`src/rtl/pio3_pkg.sv`:
```
package pio3_pkg;
  localparam int unsigned DW = 8;

  // field order matches bits 6:0 of a mode word
  typedef struct packed {
    logic [1:0] a_mode;
    logic       a_in;
    logic       cu_in;
    logic       b_mode;
    logic       b_in;
    logic       cl_in;
  } cfg_t;

  localparam cfg_t CFG_RST = '{a_mode: 2'b00, a_in: 1'b1, cu_in: 1'b1,
                               b_mode: 1'b0, b_in: 1'b1, cl_in: 1'b1};

  localparam logic [1:0] SEL_A   = 2'd0;
  localparam logic [1:0] SEL_B   = 2'd1;
  localparam logic [1:0] SEL_C   = 2'd2;
  localparam logic [1:0] SEL_CTL = 2'd3;

  localparam int unsigned PC_A_INTR = 3;
  localparam int unsigned PC_A_STB  = 4;
  localparam int unsigned PC_A_IBF  = 5;
  localparam int unsigned PC_A_ACK  = 6;
  localparam int unsigned PC_A_OBF  = 7;
  localparam int unsigned PC_B_INTR = 0;
  localparam int unsigned PC_B_BF   = 1;
  localparam int unsigned PC_B_HS   = 2;
endpackage

```
`src/rtl/pio3_ctrl.sv`:
```
module pio3_ctrl
  import pio3_pkg::*;
#(
  parameter int unsigned W = DW
) (
  input  logic         clk_i,
  input  logic         rst_ni,
  input  logic         ctl_wr_i,
  input  logic         pc_wr_i,
  input  logic [W-1:0] wdata_i,
  input  logic [W-1:0] hs_mask_i,
  output cfg_t         cfg_o,
  output logic         cfg_load_o,
  output logic [W-1:0] pc_lat_o
);
  localparam int unsigned SELW = $clog2(W);

  assign cfg_load_o = ctl_wr_i & wdata_i[W-1];

  always_ff @(posedge clk_i or negedge rst_ni) begin
    if (!rst_ni) begin
      cfg_o    <= CFG_RST;
      pc_lat_o <= '0;
    end else if (cfg_load_o) begin
      cfg_o    <= cfg_t'(wdata_i[$bits(cfg_t)-1:0]);
      pc_lat_o <= '0;
    end else if (ctl_wr_i) begin
      pc_lat_o[wdata_i[SELW:1]] <= wdata_i[0];
    end else if (pc_wr_i) begin
      pc_lat_o <= (pc_lat_o & hs_mask_i) | (wdata_i & ~hs_mask_i);
    end
  end


  bsr_keeps_cfg_chk: assert property (@(posedge clk_i) disable iff (!rst_ni)
    (ctl_wr_i && !wdata_i[W-1]) |=> (cfg_o == $past(cfg_o)));
endmodule

```
`src/rtl/pio3_hs.sv`:
```
module pio3_hs #(
  parameter int unsigned W = 8
) (
  input  logic         clk_i,
  input  logic         rst_ni,
  input  logic         clr_i,
  input  logic         in_en_i,
  input  logic         out_en_i,
  input  logic         host_wr_i,
  input  logic         host_rd_i,
  input  logic [W-1:0] wdata_i,
  input  logic [W-1:0] port_i,
  input  logic         stb_ni,
  input  logic         ack_ni,
  input  logic         inte_in_i,
  input  logic         inte_out_i,
  output logic [W-1:0] out_lat_o,
  output logic [W-1:0] in_lat_o,
  output logic         ibf_o,
  output logic         obf_o,
  output logic         intr_o
);
  logic stb_q, ack_q;
  logic stb_fall, stb_rise, ack_fall;

  assign stb_fall = stb_q & ~stb_ni;
  assign stb_rise = ~stb_q & stb_ni;
  assign ack_fall = ack_q & ~ack_ni;

  always_ff @(posedge clk_i or negedge rst_ni) begin
    if (!rst_ni) begin
      stb_q     <= 1'b1;
      ack_q     <= 1'b1;
      out_lat_o <= '0;
      in_lat_o  <= '0;
      ibf_o     <= 1'b0;
      obf_o     <= 1'b0;
      intr_o    <= 1'b0;
    end else begin
      stb_q <= stb_ni;
      ack_q <= ack_ni;
      if (clr_i) begin
        out_lat_o <= '0;
        in_lat_o  <= '0;
        ibf_o     <= 1'b0;
        obf_o     <= 1'b0;
        intr_o    <= 1'b0;
      end else begin
        // host clears first, pin events override
        if (host_wr_i) out_lat_o <= wdata_i;
        if (host_wr_i && out_en_i) begin
          obf_o  <= 1'b1;
          intr_o <= 1'b0;
        end
        if (host_rd_i && in_en_i) begin
          ibf_o  <= 1'b0;
          intr_o <= 1'b0;
        end
        if (in_en_i && stb_fall) begin
          in_lat_o <= port_i;
          ibf_o    <= 1'b1;
        end
        if (in_en_i && stb_rise && ibf_o && inte_in_i) intr_o <= 1'b1;
        if (out_en_i && ack_fall) begin
          obf_o <= 1'b0;
          if (inte_out_i) intr_o <= 1'b1;
        end
      end
    end
  end


  mode_clear_chk: assert property (@(posedge clk_i) disable iff (!rst_ni)
    clr_i |=> (out_lat_o == '0 && !ibf_o && !obf_o && !intr_o));

  obf_on_write_chk: assert property (@(posedge clk_i) disable iff (!rst_ni)
    (host_wr_i && out_en_i && !clr_i && !(ack_q && !ack_ni)) |=> obf_o);

  strobe_capture_chk: assert property (@(posedge clk_i) disable iff (!rst_ni)
    (in_en_i && stb_q && !stb_ni && !clr_i) |=> (ibf_o && in_lat_o == $past(port_i)));
endmodule

```
`src/rtl/pio3_port.sv`:
```
module pio3_port
  import pio3_pkg::*;
#(
  parameter int unsigned W = DW
) (
  input  logic         clk_i,
  input  logic         rst_ni,
  input  logic         cs_ni,
  input  logic [1:0]   addr_i,
  input  logic         wr_i,
  input  logic         rd_i,
  input  logic [W-1:0] wdata_i,
  output logic [W-1:0] rdata_o,
  input  logic [W-1:0] pa_i,
  output logic [W-1:0] pa_o,
  output logic         pa_oe_o,
  input  logic [W-1:0] pb_i,
  output logic [W-1:0] pb_o,
  output logic         pb_oe_o,
  input  logic [W-1:0] pc_i,
  output logic [W-1:0] pc_o,
  output logic [W-1:0] pc_oe_o
);
  localparam int unsigned HALF = W / 2;

  logic         acc, wr_a, wr_b, wr_c, wr_ctl, rd_a, rd_b;
  cfg_t         cfg;
  logic         cfg_load;
  logic [W-1:0] pc_lat, hs_out, hs_in, hs_mask, st, dir_out;
  logic         a_m1, a_m2, a_in_en, a_out_en, b_in_en, b_out_en;
  logic [W-1:0] a_out_lat, a_in_lat, b_out_lat, b_in_lat;
  logic         a_ibf, a_obf, a_intr, b_ibf, b_obf, b_intr;

  assign acc    = ~cs_ni;
  assign wr_a   = acc & wr_i & (addr_i == SEL_A);
  assign wr_b   = acc & wr_i & (addr_i == SEL_B);
  assign wr_c   = acc & wr_i & (addr_i == SEL_C);
  assign wr_ctl = acc & wr_i & (addr_i == SEL_CTL);
  assign rd_a   = acc & rd_i & (addr_i == SEL_A);
  assign rd_b   = acc & rd_i & (addr_i == SEL_B);

  assign a_m1     = (cfg.a_mode == 2'b01);
  assign a_m2     = cfg.a_mode[1];
  assign a_in_en  = (a_m1 & cfg.a_in) | a_m2;
  assign a_out_en = (a_m1 & ~cfg.a_in) | a_m2;
  assign b_in_en  = cfg.b_mode & cfg.b_in;
  assign b_out_en = cfg.b_mode & ~cfg.b_in;

  pio3_ctrl #(.W(W)) u_ctrl (
    .clk_i, .rst_ni,
    .ctl_wr_i (wr_ctl),
    .pc_wr_i  (wr_c),
    .wdata_i,
    .hs_mask_i(hs_mask),
    .cfg_o    (cfg),
    .cfg_load_o(cfg_load),
    .pc_lat_o (pc_lat)
  );

  pio3_hs #(.W(W)) u_hs_a (
    .clk_i, .rst_ni,
    .clr_i     (cfg_load),
    .in_en_i   (a_in_en),
    .out_en_i  (a_out_en),
    .host_wr_i (wr_a),
    .host_rd_i (rd_a),
    .wdata_i,
    .port_i    (pa_i),
    .stb_ni    (pc_i[PC_A_STB]),
    .ack_ni    (pc_i[PC_A_ACK]),
    .inte_in_i (pc_lat[PC_A_STB]),
    .inte_out_i(pc_lat[PC_A_ACK]),
    .out_lat_o (a_out_lat),
    .in_lat_o  (a_in_lat),
    .ibf_o     (a_ibf),
    .obf_o     (a_obf),
    .intr_o    (a_intr)
  );

  pio3_hs #(.W(W)) u_hs_b (
    .clk_i, .rst_ni,
    .clr_i     (cfg_load),
    .in_en_i   (b_in_en),
    .out_en_i  (b_out_en),
    .host_wr_i (wr_b),
    .host_rd_i (rd_b),
    .wdata_i,
    .port_i    (pb_i),
    .stb_ni    (pc_i[PC_B_HS]),
    .ack_ni    (pc_i[PC_B_HS]),
    .inte_in_i (pc_lat[PC_B_HS]),
    .inte_out_i(pc_lat[PC_B_HS]),
    .out_lat_o (b_out_lat),
    .in_lat_o  (b_in_lat),
    .ibf_o     (b_ibf),
    .obf_o     (b_obf),
    .intr_o    (b_intr)
  );

  // port C pin roles
  always_comb begin
    hs_out = '0;
    hs_in  = '0;
    st     = '0;
    if (a_in_en) begin
      hs_out[PC_A_INTR] = 1'b1;
      hs_out[PC_A_IBF]  = 1'b1;
      hs_in[PC_A_STB]   = 1'b1;
    end
    if (a_out_en) begin
      hs_out[PC_A_INTR] = 1'b1;
      hs_out[PC_A_OBF]  = 1'b1;
      hs_in[PC_A_ACK]   = 1'b1;
    end
    if (cfg.b_mode) begin
      hs_out[PC_B_INTR] = 1'b1;
      hs_out[PC_B_BF]   = 1'b1;
      hs_in[PC_B_HS]    = 1'b1;
    end
    st[PC_A_INTR] = a_intr;
    st[PC_A_IBF]  = a_ibf;
    st[PC_A_OBF]  = ~a_obf;
    st[PC_B_INTR] = b_intr;
    st[PC_B_BF]   = cfg.b_in ? b_ibf : ~b_obf;
  end

  for (genvar i = 0; i < W; i++) begin : g_dir
    if (i < HALF) begin : g_lo
      assign dir_out[i] = ~cfg.cl_in;
    end else begin : g_hi
      assign dir_out[i] = ~cfg.cu_in;
    end
  end

  assign hs_mask = hs_out | hs_in;
  assign pc_oe_o = (dir_out & ~hs_mask) | hs_out;
  assign pc_o    = (pc_lat & ~hs_out) | (st & hs_out);
  assign pa_o    = a_out_lat;
  assign pb_o    = b_out_lat;
  assign pa_oe_o = a_m2 ? ~pc_i[PC_A_ACK] : ~cfg.a_in;
  assign pb_oe_o = ~cfg.b_in;

  always_comb begin
    rdata_o = '0;
    if (acc) begin
      unique case (addr_i)
        SEL_A:   rdata_o = a_in_en ? a_in_lat : (cfg.a_in ? pa_i : a_out_lat);
        SEL_B:   rdata_o = b_in_en ? b_in_lat : (cfg.b_in ? pb_i : b_out_lat);
        SEL_C:   rdata_o = (st & hs_out) | (pc_lat & hs_in)
                         | (pc_i & ~hs_mask & ~dir_out) | (pc_lat & ~hs_mask & dir_out);
        default: rdata_o = '0;
      endcase
    end
  end


  deselect_hold_chk: assert property (@(posedge clk_i) disable iff (!rst_ni)
    cs_ni |=> (pa_o == $past(pa_o) && pb_o == $past(pb_o)));

  simple_out_chk: assert property (@(posedge clk_i) disable iff (!rst_ni)
    (wr_a && cfg.a_mode == 2'b00) |=> (pa_o == $past(wdata_i)));

  bidir_release_chk: assert property (@(posedge clk_i) disable iff (!rst_ni)
    (a_m2 && pc_i[PC_A_ACK]) |-> !pa_oe_o);

  obf_pin_chk: assert property (@(posedge clk_i) disable iff (!rst_ni)
    (wr_a && a_out_en && !cfg_load && pc_i[PC_A_ACK]) |=> !pc_o[PC_A_OBF]);
endmodule

```
`config.mk`:
```
export PLATFORM = sky130hd
export DESIGN_NAME = pio3_port
export DESIGN_NICKNAME = d
export VERILOG_FILES = /design/src/rtl/pio3_pkg.sv /design/src/rtl/pio3_ctrl.sv /design/src/rtl/pio3_hs.sv /design/src/rtl/pio3_port.sv
export SDC_FILE = /design/constraint.sdc
export NUM_CORES = 1
export LEC_CHECK = 0
export BUFFER_PORTS_ARGS = -buffer_cell sky130_fd_sc_hd__buf_2
export CORE_ASPECT_RATIO = 1.2
export CORE_MARGIN = 5
export CORE_UTILIZATION = 40
export CTS_BUF_LIST = sky130_fd_sc_hd__clkbuf_16
export CTS_CLUSTER_SIZE = 28
export DETAILED_ROUTE_END_ITERATION = 12
export GPL_TIMING_DRIVEN = 0
export PLACE_DENSITY = 0.61
export SETUP_SLACK_MARGIN = 0.02
export SLEW_MARGIN = 20
export SYNTH_ARGS = -nofsm -noshare
export SYNTH_HDL_FRONTEND = slang
export SYNTH_HIERARCHICAL = 1
export SYNTH_SLANG_ARGS = --single-unit
```
`constraint.sdc`:
```
create_clock -name clk_i -period 3 [get_ports clk_i]
set_input_delay 0.15 -clock clk_i [delete_from_list [all_inputs] [get_ports clk_i]]
set_output_delay 0.15 -clock clk_i [all_outputs]
set_load 0.005 [all_outputs]
```
==> impl_metrics.env, run 1 <==
export IMPL_outcome="complete, no violations"
export IMPL_synth_edf_count=0
export IMPL_cts_root_buf="clkbuf_16"
export IMPL_synth_cells=361
export IMPL_dp_hpwl_um=7620
export IMPL_syn_area_per_cell_sq_um=9.66
export IMPL_initial_utilization=0.407
export IMPL_p_seq_frac=0.364
export IMPL_cts_setup_buffers=0
export IMPL_drive_above_1_share=0.298
export IMPL_synth_top_area_share=0.352
export IMPL_gr_usage_all_layers=0.203
export IMPL_drtIter0Drc=236
export IMPL_cts_tree="yes"
export IMPL_overflow=0
export IMPL_final_util=0.511
export IMPL_nFillCells=833
export IMPL_clock_sinks=57
export IMPL_vias_per_cell=5.40
export IMPL_worst_path_max_delay_cell="dfstp_2"
export IMPL_end_kind="primary output"
export IMPL_vdd_ir_drop_max_mv=0.370
export IMPL_clock_skew_ns=0.00480
export IMPL_timing_final_hold_violations=0
export IMPL_yosysSeqAreaShare=0.412
export IMPL_yosysTopAreaCell="dfrtp_1"
export IMPL_crit_path_frequent_cell="buf_2"
export IMPL_rsz0062_at_grt="no"
export IMPL_fp_coreArea_sq_um=8560
export IMPL_clkSlewWorstSetupHoldPaths_ns=0.05
export IMPL_max_cap_violations=0
export IMPL_dieWidth_um=95.2
export IMPL_p_comb_frac=0.305
export IMPL_rows=37
export IMPL_syn_area_sq_um=3490
export IMPL_cts_resized=0
export IMPL_n_antenna_cell=0
export IMPL_vias=3113
export IMPL_tightest_slew_ns=0.738
export IMPL_ys_ff_latch=57
export IMPL_routabilityCongestion=0.876
export IMPL_clock_latency_ns=0.33
export IMPL_cts_max_level=3
export IMPL_cell_internal_pwr_uw=2160
export IMPL_multi_input_area_sq_um=1850
export IMPL_worstPathRequired_ns=2.85
export IMPL_swShare=0.320
export IMPL_start_kind="flop"
export IMPL_cts_buffer_depth=2
export IMPL_first_pass_iters=4
export IMPL_syn_nets=400
export IMPL_slew_headroom=0.508
export IMPL_seqCellArea_sq_um=1440
export IMPL_post_dp_cell_area_sq_um=4030
export IMPL_fin_crit_sh=0.719
export IMPL_path_cells="buf_2 > inv_1 > a211oi_1 > o21ai_0 > a31oi_1 > buf_2"
export IMPL_synthFlopType="dfrtp_1"
export IMPL_cts_buffers=9
export IMPL_path_class="reg -> out"
export IMPL_die_area_sq_um=10700
export IMPL_pwr_share_clk=0.331
export IMPL_syn_to_final_growth_pct=25.5
export IMPL_timing_fmax_mhz=463
export IMPL_synthTopCellsByCount="mux2i_1 (51), nor2_1 (51), dfrtp_1 (49)"
export IMPL_slowest_delay_ns=0.52
export IMPL_final_setup_tns_ns=0
export IMPL_yosys_top_cells_area="dfrtp_1 (35%), mux2i_1 (15%), dfstp_2 (6.0%)"
export IMPL_crit_fanout=10
export IMPL_p_leak_uw=0.00207
export IMPL_cp_arrival_ns=2.01
export IMPL_antenna_found_initial=0
export IMPL_synth_distinct_cells=48
export IMPL_grt_max_degree=58
export IMPL_finalSetupViolations=0
export IMPL_die_h_um=112
export IMPL_route_antenna_remaining_nets=0
export IMPL_wl_per_cell_um=18.1
export IMPL_period_minus_slack_ns=2.16
export IMPL_wl_um=10400
export IMPL_grt_pass1_vias=3117
export IMPL_async_reset_ff_frac=1.00
export IMPL_grt_pass1_wl_um=16700
export IMPL_finalNetCount=494
export IMPL_fin_area_sq_um=4380
export IMPL_p_per_area_nw_per_um2=725
export IMPL_p_sw_uw=1020
export IMPL_worst_path_buf_inv=3
export IMPL_drc_errors=0
export IMPL_yosys_warnings=6
export IMPL_numPortBuffers=79
export IMPL_min_path_type="in -> reg"
export IMPL_io_pin_count=81
export IMPL_critPathTopFamily="compound AO/OA/AOI/OAI gates"
export IMPL_drv_slew=0
-- cells by family (layout without fill, tap and decap cells) --
family | after synthesis | in the layout | synth area share
simple gates | 146 | 146 | 0.214
buf+inv | 33 | 132 | 0.0581
flops | 57 | 57 | 0.412
compound gates | 63 | 63 | 0.130
mux | 62 | 62 | 0.185
-- final cells by class --
type / instances / area share
multi-input combinational: 271 / 0.422
sequential: 57 / 0.328
timing repair buffer: 83 / 0.100
clock buffer: 9 / 0.0515
buffer: 27 / 0.0412
tap: 117 / 0.0335
clock inverter: 7 / 0.0183
inverter: 6 / 0.00515
-- routing by layer --
metal / wire length, um / track usage
met4: 106 / 0.0549
met5: 0 / 0
met2: 5140 / 0.335
met3: 491 / 0.0355
met1: 4690 / 0.272
-- worst min-delay path, stage by stage --
cell,delay [ns]
buf_2,0.08
mux2i_1,0.05
nor2_1,0.08
-- cells in the final DEF, fill, tap and decap left out, drive strengths merged, types with 2 or more instances in the layout --
cell | netlist | final
o21ai | 5 | 5
a21oi | 14 | 14
nand2b | 6 | 6
a311o | 6 | 6
clkinv | 0 | 3
and3b | 2 | 2
inv | 6 | 8
nor2 | 51 | 51
dfrtp | 49 | 49
dfstp | 8 | 8
clkbuf | 4 | 13
nor3b | 5 | 5
nand2 | 41 | 41
dlygate4sd3 | 0 | 4
and4bb | 2 | 2
mux2i | 52 | 52
nand3b | 12 | 12
mux2 | 10 | 10
o211ai | 17 | 17
nand4b | 5 | 5
nor2b | 4 | 4
o311ai | 2 | 2
and3 | 2 | 2
a21o | 2 | 2
nand3 | 5 | 5
nand4bb | 2 | 2
a31oi | 8 | 8
bufinv | 0 | 2
nor3 | 5 | 5
buf | 23 | 102
o221ai | 2 | 2
-- power groups by stage --
stage	clock network, uW	registers (uW)	logic [uW]
6_report	1050	1160	966
5_1_grt	1100	1190	1080
4_1_cts	1070	1160	975
3_5_place_dp	0	1170	966
3_3_place_gp	0	1160	948
2_1_floorplan	0	1130	632
-- worst paths after layout --
check                                 from            endpoint  slack, ns  cells after the start
setup / recovery           u_ctrl/cfg_o[1]          rdata_o[1]       0.84                      6
hold / removal                     pb_i[1]  u_hs_b/in_lat_o[1]       0.08                      3
setup reg to reg           u_ctrl/cfg_o[6]  u_hs_a/in_lat_o[6]       1.15                      8
hold reg to reg            u_ctrl/cfg_o[6]     u_ctrl/cfg_o[6]       0.51                      1
max in group asynchronous           rst_ni     u_ctrl/cfg_o[2]       2.07                      2
min in group asynchronous           rst_ni  u_hs_b/in_lat_o[1]       0.43                      2
-- stage by stage --
stage                     total power [uW]  hold slack (ns)  cells  setup WS (ns)
after floorplan                       1760           -0.146    361           1.42
final                                 3170           0.0829    577          0.842
after global placement                2110            0.289    557           1.01
after detailed placement              2130            0.273    557          0.994
after global routing                  3370           0.0929    577          0.770
after CTS                             3210           0.0765    577          0.849
-- repair_timing --
item | CTS | global route
hold endpoints to repair | 53 | 0
endpoints found under the setup margin | 0 | 0
hold buffers | 4 | 0
-- flip-flops by register name, indices dropped and copies added, names as in the netlist --
register,count
u_hs_b/obf_o,1
u_hs_a/intr_o,1
u_ctrl/pc_lat_o,8
u_hs_a/stb_q,1
u_hs_b/out_lat_o,8
u_hs_a/out_lat_o,8
u_hs_a/ibf_o,1
u_hs_b/stb_q,1
u_hs_a/obf_o,1
u_ctrl/cfg_o,7
u_hs_b/in_lat_o,8
u_hs_b/ibf_o,1
u_hs_b/ack_q,1
u_hs_a/in_lat_o,8
u_hs_a/ack_q,1
u_hs_b/intr_o,1
(Power assumes the default switching activity.)
==> run 2, diff against run 1 <==
--- a/config.mk
+++ b/config.mk
@@ -13,7 +13,7 @@
 export CTS_CLUSTER_SIZE = 28
 export DETAILED_ROUTE_END_ITERATION = 12
 export GPL_TIMING_DRIVEN = 0
-export PLACE_DENSITY = 0.61
+export PLACE_DENSITY = 0.64
 export SETUP_SLACK_MARGIN = 0.02
 export SLEW_MARGIN = 20
 export SYNTH_ARGS = -nofsm -noshare
==> constraint.sdc (replaced) <==
create_clock -name clk_i -period 1.7 [get_ports clk_i]
set_input_delay 0.085 -clock clk_i [delete_from_list [all_inputs] [get_ports clk_i]]
set_output_delay 0.085 -clock clk_i [all_outputs]
set_load 0.005 [all_outputs]
==> impl_metrics.env, run 2 (synthesized netlist as in run 1, its figures left out) <==
export IMPL_power_uw=6210
export IMPL_antenna_found_initial=0
export IMPL_vias=3254
export IMPL_p_comb_frac=0.356
export IMPL_r2r_cells=8
export IMPL_clock_sinks=57
export IMPL_die_h_um=112
export IMPL_slew_headroom=0.503
export IMPL_fin_crit_sh=1.11
export IMPL_timing_final_hold_violations=0
export IMPL_worst_path_max_delay_cell="dfstp_2"
export IMPL_routabilityCongestion=0.914
export IMPL_seqCellArea_sq_um=1440
export IMPL_clkSlewWorstSetupHoldPaths_ns=0.05
export IMPL_clock_latency_ns=0.33
export IMPL_p_leak_uw=0.00227
export IMPL_die_area_sq_um=10700
export IMPL_drive_above_1_share=0.380
export IMPL_cp_arrival_ns=1.80
export IMPL_hold_depth=3
export IMPL_crit_path_end="rdata_o[6]"
export IMPL_rsz0062_at_grt="yes"
export IMPL_first_pass_iters=4
export IMPL_cts_buffers=9
export IMPL_dieWidth_um=95.2
export IMPL_mostFrequentLayoutCell="buf_2"
export IMPL_path_class="reg -> out"
export IMPL_path_cells="buf_6 > buf_8 > nor2_1 > a21oi_1 > o221ai_1 > a31oi_1 > buf_2"
export IMPL_cp_startpoint="u_ctrl/cfg_o[4]"
export IMPL_rows=37
export IMPL_vdd_ir_drop_max_mv=0.729
export IMPL_cts_tree="yes"
export IMPL_outcome="complete, but fails checks"
export IMPL_wl_um=11300
export IMPL_drc_errors=0
export IMPL_overflow=0
export IMPL_grt_pass1_vias=3170
export IMPL_n_antenna_cell=0
export IMPL_grt_max_degree=58
export IMPL_finalNetCount=521
export IMPL_p_sw_uw=2000
export IMPL_p_per_area_nw_per_um2=1300
export IMPL_end_kind="primary output"
export IMPL_syn_to_final_growth_pct=37.1
export IMPL_gr_usage_all_layers=0.208
export IMPL_multi_input_area_sq_um=1920
export IMPL_drtIter0Drc=235
export IMPL_worstPathRequired_ns=1.62
export IMPL_numPortBuffers=79
export IMPL_grt_pass1_wl_um=17100
export IMPL_swShare=0.323
export IMPL_start_kind="flop"
export IMPL_mostFrequentLayoutCells="buf_2 (83), mux2i_1 (51), nor2_1 (49), dfrtp_1 (47), nand2_1 (39)"
export IMPL_clock_skew_ns=0.00575
export IMPL_violations="negative setup slack"
export IMPL_hp_start="pb_i[7]"
export IMPL_cts_max_level=3
export IMPL_fp_coreArea_sq_um=8560
export IMPL_cell_internal_pwr_uw=4200
export IMPL_nFillCells=782
export IMPL_p_seq_frac=0.335
export IMPL_cts_root_buf="clkbuf_16"
export IMPL_max_cap_violations=0
export IMPL_min_path_type="in -> reg"
export IMPL_route_antenna_remaining_nets=0
export IMPL_dp_hpwl_um=7640
export IMPL_final_setup_tns_ns=-1.51
export IMPL_io_pin_count=81
export IMPL_slowest_delay_ns=0.56
export IMPL_reg2reg_to="u_hs_a/in_lat_o[6]"
export IMPL_timing_fmax_mhz=529
export IMPL_initial_utilization=0.407
export IMPL_wl_per_cell_um=18.7
export IMPL_worst_slack_ns=-0.190
export IMPL_vias_per_cell=5.39
export IMPL_r2r_start="u_ctrl/cfg_o[6]"
export IMPL_drv_slew=0
export IMPL_finalSetupViolations=18
export IMPL_crit_fanout=5
export IMPL_r2r_slack_ns=-0.05
export IMPL_pwr_share_clk=0.309
export IMPL_tightest_slew_ns=0.745
export IMPL_cts_buffer_depth=2
export IMPL_period_minus_slack_ns=1.89
==> run 2: changes by cell type in the layout (fill, tap and decap cells not counted), moves of 3 or more <==
| cell | previous run | this run |
|---|---|---|
| mux2_2 | 10 | 7 |
| mux2_4 | 0 | 3 |
| buf_2 | 87 | 83 |
| o21ai_0 | 4 | 1 |
| clkinvlp_4 | 0 | 3 |
| buf_4 | 9 | 22 |
| buf_6 | 5 | 20 |
==> run 2: how the worst min path moves through the flow <==
stage,to,slack [ns]
CTS,u_hs_a/in_lat_o[4],0.01
detailed placement,u_hs_a/out_lat_o[5],0.21
floorplan,u_ctrl/cfg_o[2],-0.21
global placement,u_hs_a/ack_q,0.22
finish,u_hs_b/in_lat_o[7],0.01
global route,u_hs_b/in_lat_o[7],0.03
==> run 2: stage by stage <==
stage / utilization / worst slack, ns / hold WS (ns) / instance area (sq um) / std cells
global route: 0.558 / -0.267 / 0.0293 / 4780 / 604
finish: 0.558 / -0.190 / 0.0148 / 4780 / 604
CTS: 0.538 / -0.138 / 0.0127 / 4610 / 590
floorplan: - / 0.121 / -0.211 / 3490 / 361
detailed placement: 0.471 / -0.249 / 0.206 / 4030 / 557
global placement: 0.470 / -0.203 / 0.218 / 4030 / 557
==> run 2: power groups by stage <==
stage	Combinational, uW	Sequential (uW)	Clock, uW
after floorplan	1110	1990	0
after global placement	1670	2050	0
after detailed placement	1700	2070	0
after CTS	2000	2070	1930
after global routing	2410	2130	1990
final	2210	2080	1920
==> run 2: per-layer routing <==
metal	vias up	GRT usage	routed length (um)
met2	106	0.334	5520
li1	1544	-	-
met3	20	0.0261	597
met5	-	0	0
met4	0	0.0857	277
met1	1584	0.279	4880
==> run 2: final cells by class <==
| type | count | share of cell area |
|---|---|---|
| plain buffers | 24 | 0.0393 |
| clock buffers | 9 | 0.0471 |
| clock inverters | 7 | 0.0183 |
| inverters | 6 | 0.00550 |
| multi-input cells | 271 | 0.402 |
| flip-flops and latches | 57 | 0.301 |
| well taps | 117 | 0.0306 |
| repair buffers | 113 | 0.156 |
==> run 2: worst max-delay path, delay by kind of cell, from the launching register on <==
family          cells  cell delay, ns
compound gates      3            0.50
buf+inv             3            0.38
flops               1            0.56
simple gates        1            0.04
==> run 2: timing repair <==
action | 4_1_cts | 5_1_grt
pin swaps | 11 | 9
endpoints found under the hold margin | 53 | 0
buffers inserted | 14 | 13
hold buffers | 4 | 0
gates cloned | 1 | 2
endpoints found under the setup margin | 26 | 43
gates resized for setup | 29 | 25
==> run 3, diff against run 2 <==
--- a/config.mk
+++ b/config.mk
@@ -13,6 +13,7 @@
 export CTS_CLUSTER_SIZE = 28
 export DETAILED_ROUTE_END_ITERATION = 12
 export GPL_TIMING_DRIVEN = 0
+export HOLD_SLACK_MARGIN = 0.03
 export PLACE_DENSITY = 0.64
 export SETUP_SLACK_MARGIN = 0.02
 export SLEW_MARGIN = 20
==> impl_metrics.env, run 3 (synthesized netlist as in run 1, its figures left out) <==
export IMPL_path_class="reg -> out"
export IMPL_antenna_found_initial=0
export IMPL_cts_max_level=3
export IMPL_end_kind="primary output"
export IMPL_vdd_ir_drop_max_mv=0.732
export IMPL_clock_sinks=57
export IMPL_fin_crit_sh=1.11
export IMPL_nFillCells=773
export IMPL_drive_above_1_share=0.371
export IMPL_cts_buffer_depth=2
export IMPL_outcome="complete, but fails checks"
export IMPL_clkSlewWorstSetupHoldPaths_ns=0.05
export IMPL_mostFrequentLayoutCells="buf_2 (83), mux2i_1 (51), nor2_1 (49), dfrtp_1 (47), nand2_1 (39)"
export IMPL_vias_per_cell=5.44
export IMPL_drv_slew=0
export IMPL_timing_final_hold_violations=0
export IMPL_drc_errors=0
export IMPL_slew_headroom=0.501
export IMPL_hp_start="pa_i[6]"
export IMPL_r2r_slack_ns=-0.06
export IMPL_power_uw=6230
export IMPL_dieWidth_um=95.2
export IMPL_drtIter0Drc=238
export IMPL_die_area_sq_um=10700
export IMPL_worst_path_buf_inv=2
export IMPL_routabilityCongestion=0.914
export IMPL_cts_root_buf="clkbuf_16"
export IMPL_grt_pass1_wl_um=17200
export IMPL_path_cells="buf_6 > nand2b_4 > and3_1 > o21ai_1 > a31oi_1 > buf_2"
export IMPL_hold_depth=3
export IMPL_n_antenna_cell=0
export IMPL_numPortBuffers=79
export IMPL_dp_hpwl_um=7640
export IMPL_clock_skew_ns=0.00527
export IMPL_fp_coreArea_sq_um=8560
export IMPL_seqCellArea_sq_um=1440
export IMPL_clock_latency_ns=0.33
export IMPL_syn_to_final_growth_pct=41.2
export IMPL_finalNetCount=535
export IMPL_worst_slack_ns=-0.195
export IMPL_slowest_delay_ns=0.56
export IMPL_finalSetupViolations=19
export IMPL_mostFrequentLayoutCell="buf_2"
export IMPL_cts_buffers=9
export IMPL_grt_pass1_vias=3203
export IMPL_vias=3364
export IMPL_io_pin_count=81
export IMPL_rsz0062_at_grt="yes"
export IMPL_overflow=0
export IMPL_cp_arrival_ns=1.81
export IMPL_violations="negative setup slack"
export IMPL_crit_fanout=4
export IMPL_wl_um=11400
export IMPL_gr_usage_all_layers=0.210
export IMPL_wl_per_cell_um=18.5
export IMPL_reg2reg_to="u_hs_a/in_lat_o[1]"
export IMPL_tightest_slew_ns=0.748
export IMPL_p_leak_uw=0.00233
export IMPL_worstPathRequired_ns=1.62
export IMPL_timing_fmax_mhz=528
export IMPL_start_kind="flop"
export IMPL_grt_max_degree=58
export IMPL_multi_input_area_sq_um=1920
export IMPL_holdPathEnd="u_hs_a/in_lat_o[6]"
export IMPL_worst_path_max_delay_cell="dfstp_2"
export IMPL_route_antenna_remaining_nets=0
export IMPL_r2r_start="u_ctrl/cfg_o[6]"
export IMPL_r2r_cells=8
export IMPL_die_h_um=112
export IMPL_critPathTopFamily="flip-flops"
export IMPL_min_path_type="in -> reg"
export IMPL_initial_utilization=0.407
export IMPL_rows=37
export IMPL_cts_tree="yes"
export IMPL_first_pass_iters=5
export IMPL_period_minus_slack_ns=1.90
export IMPL_final_util=0.575
export IMPL_p_per_area_nw_per_um2=1270
export IMPL_max_cap_violations=0
[run 3: cell count changes in the layout (fill, tap and decap cells not counted)]
| cell | previous run | this run |
|---|---|---|
| dlygate4sd3_1 | 4 | 18 |
| and4_1 | 1 | 0 |
| and4_4 | 0 | 1 |
[run 3: layout make-up]
type | instances | area share
Multi-Input combinational cell | 271 | 0.391
Sequential cell | 57 | 0.292
Timing Repair Buffer | 127 | 0.180
Clock buffer | 9 | 0.0458
Buffer | 24 | 0.0381
Tap cell | 117 | 0.0297
Clock inverter | 7 | 0.0178
Inverter | 6 | 0.00534
[run 3: routing by layer]
| metal | up-vias | global-route usage | routed length [um] |
|---|---|---|---|
| met1 | 1625 | 0.279 | 4920 |
| met5 | - | 0 | 0 |
| met2 | 139 | 0.344 | 5560 |
| li1 | 1575 | - | - |
| met4 | 0 | 0.0808 | 268 |
| met3 | 25 | 0.0255 | 665 |
[run 3: tightest hold or removal path: stages]
cell	delay, ns
buf_2	0.09
mux2i_1	0.06
nor2_1	0.08
[run 3: worst max path at each step]
stage | endpoint | startpoint | cells after the start
floorplan | u_hs_a/in_lat_o[0] | u_ctrl/cfg_o[6] | 8
global placement | u_hs_a/out_lat_o[3] | addr_i[1] | 8
detailed placement | u_hs_a/out_lat_o[2] | addr_i[1] | 8
CTS | rdata_o[1] | u_ctrl/cfg_o[4] | 7
global route | rdata_o[6] | u_ctrl/cfg_o[4] | 7
finish | rdata_o[6] | u_ctrl/cfg_o[4] | 6
[run 3: power by group]
group	switching (uW)	internal, uW
registers	331	1750
logic	1030	1210
clock network	644	1270
total	2010	4220
[run 3: what timing repair did]
| item | in CTS | in global routing |
|---|---|---|
| buffers inserted | 14 | 13 |
| hold buffers | 17 | 1 |
| endpoints found under the setup margin | 26 | 43 |
| endpoints found under the hold margin | 66 | 1 |
| resized for setup | 29 | 26 |
| cloned | 1 | 2 |
| pin swaps | 11 | 9 |
[run 3: metrics by stage]
step | cells | hold slack (ns) | setup TNS (ns) | worst slack, ns | cell area (sq um)
2_1_floorplan | 361 | -0.211 | 0 | 0.121 | 3490
3_3_place_gp | 557 | 0.218 | -4.61 | -0.203 | 4030
3_5_place_dp | 557 | 0.206 | -5.63 | -0.249 | 4030
4_1_cts | 603 | 0.0301 | -0.992 | -0.138 | 4740
5_1_grt | 618 | 0.0616 | -3.16 | -0.267 | 4920
6_report | 618 | 0.0382 | -1.64 | -0.195 | 4920
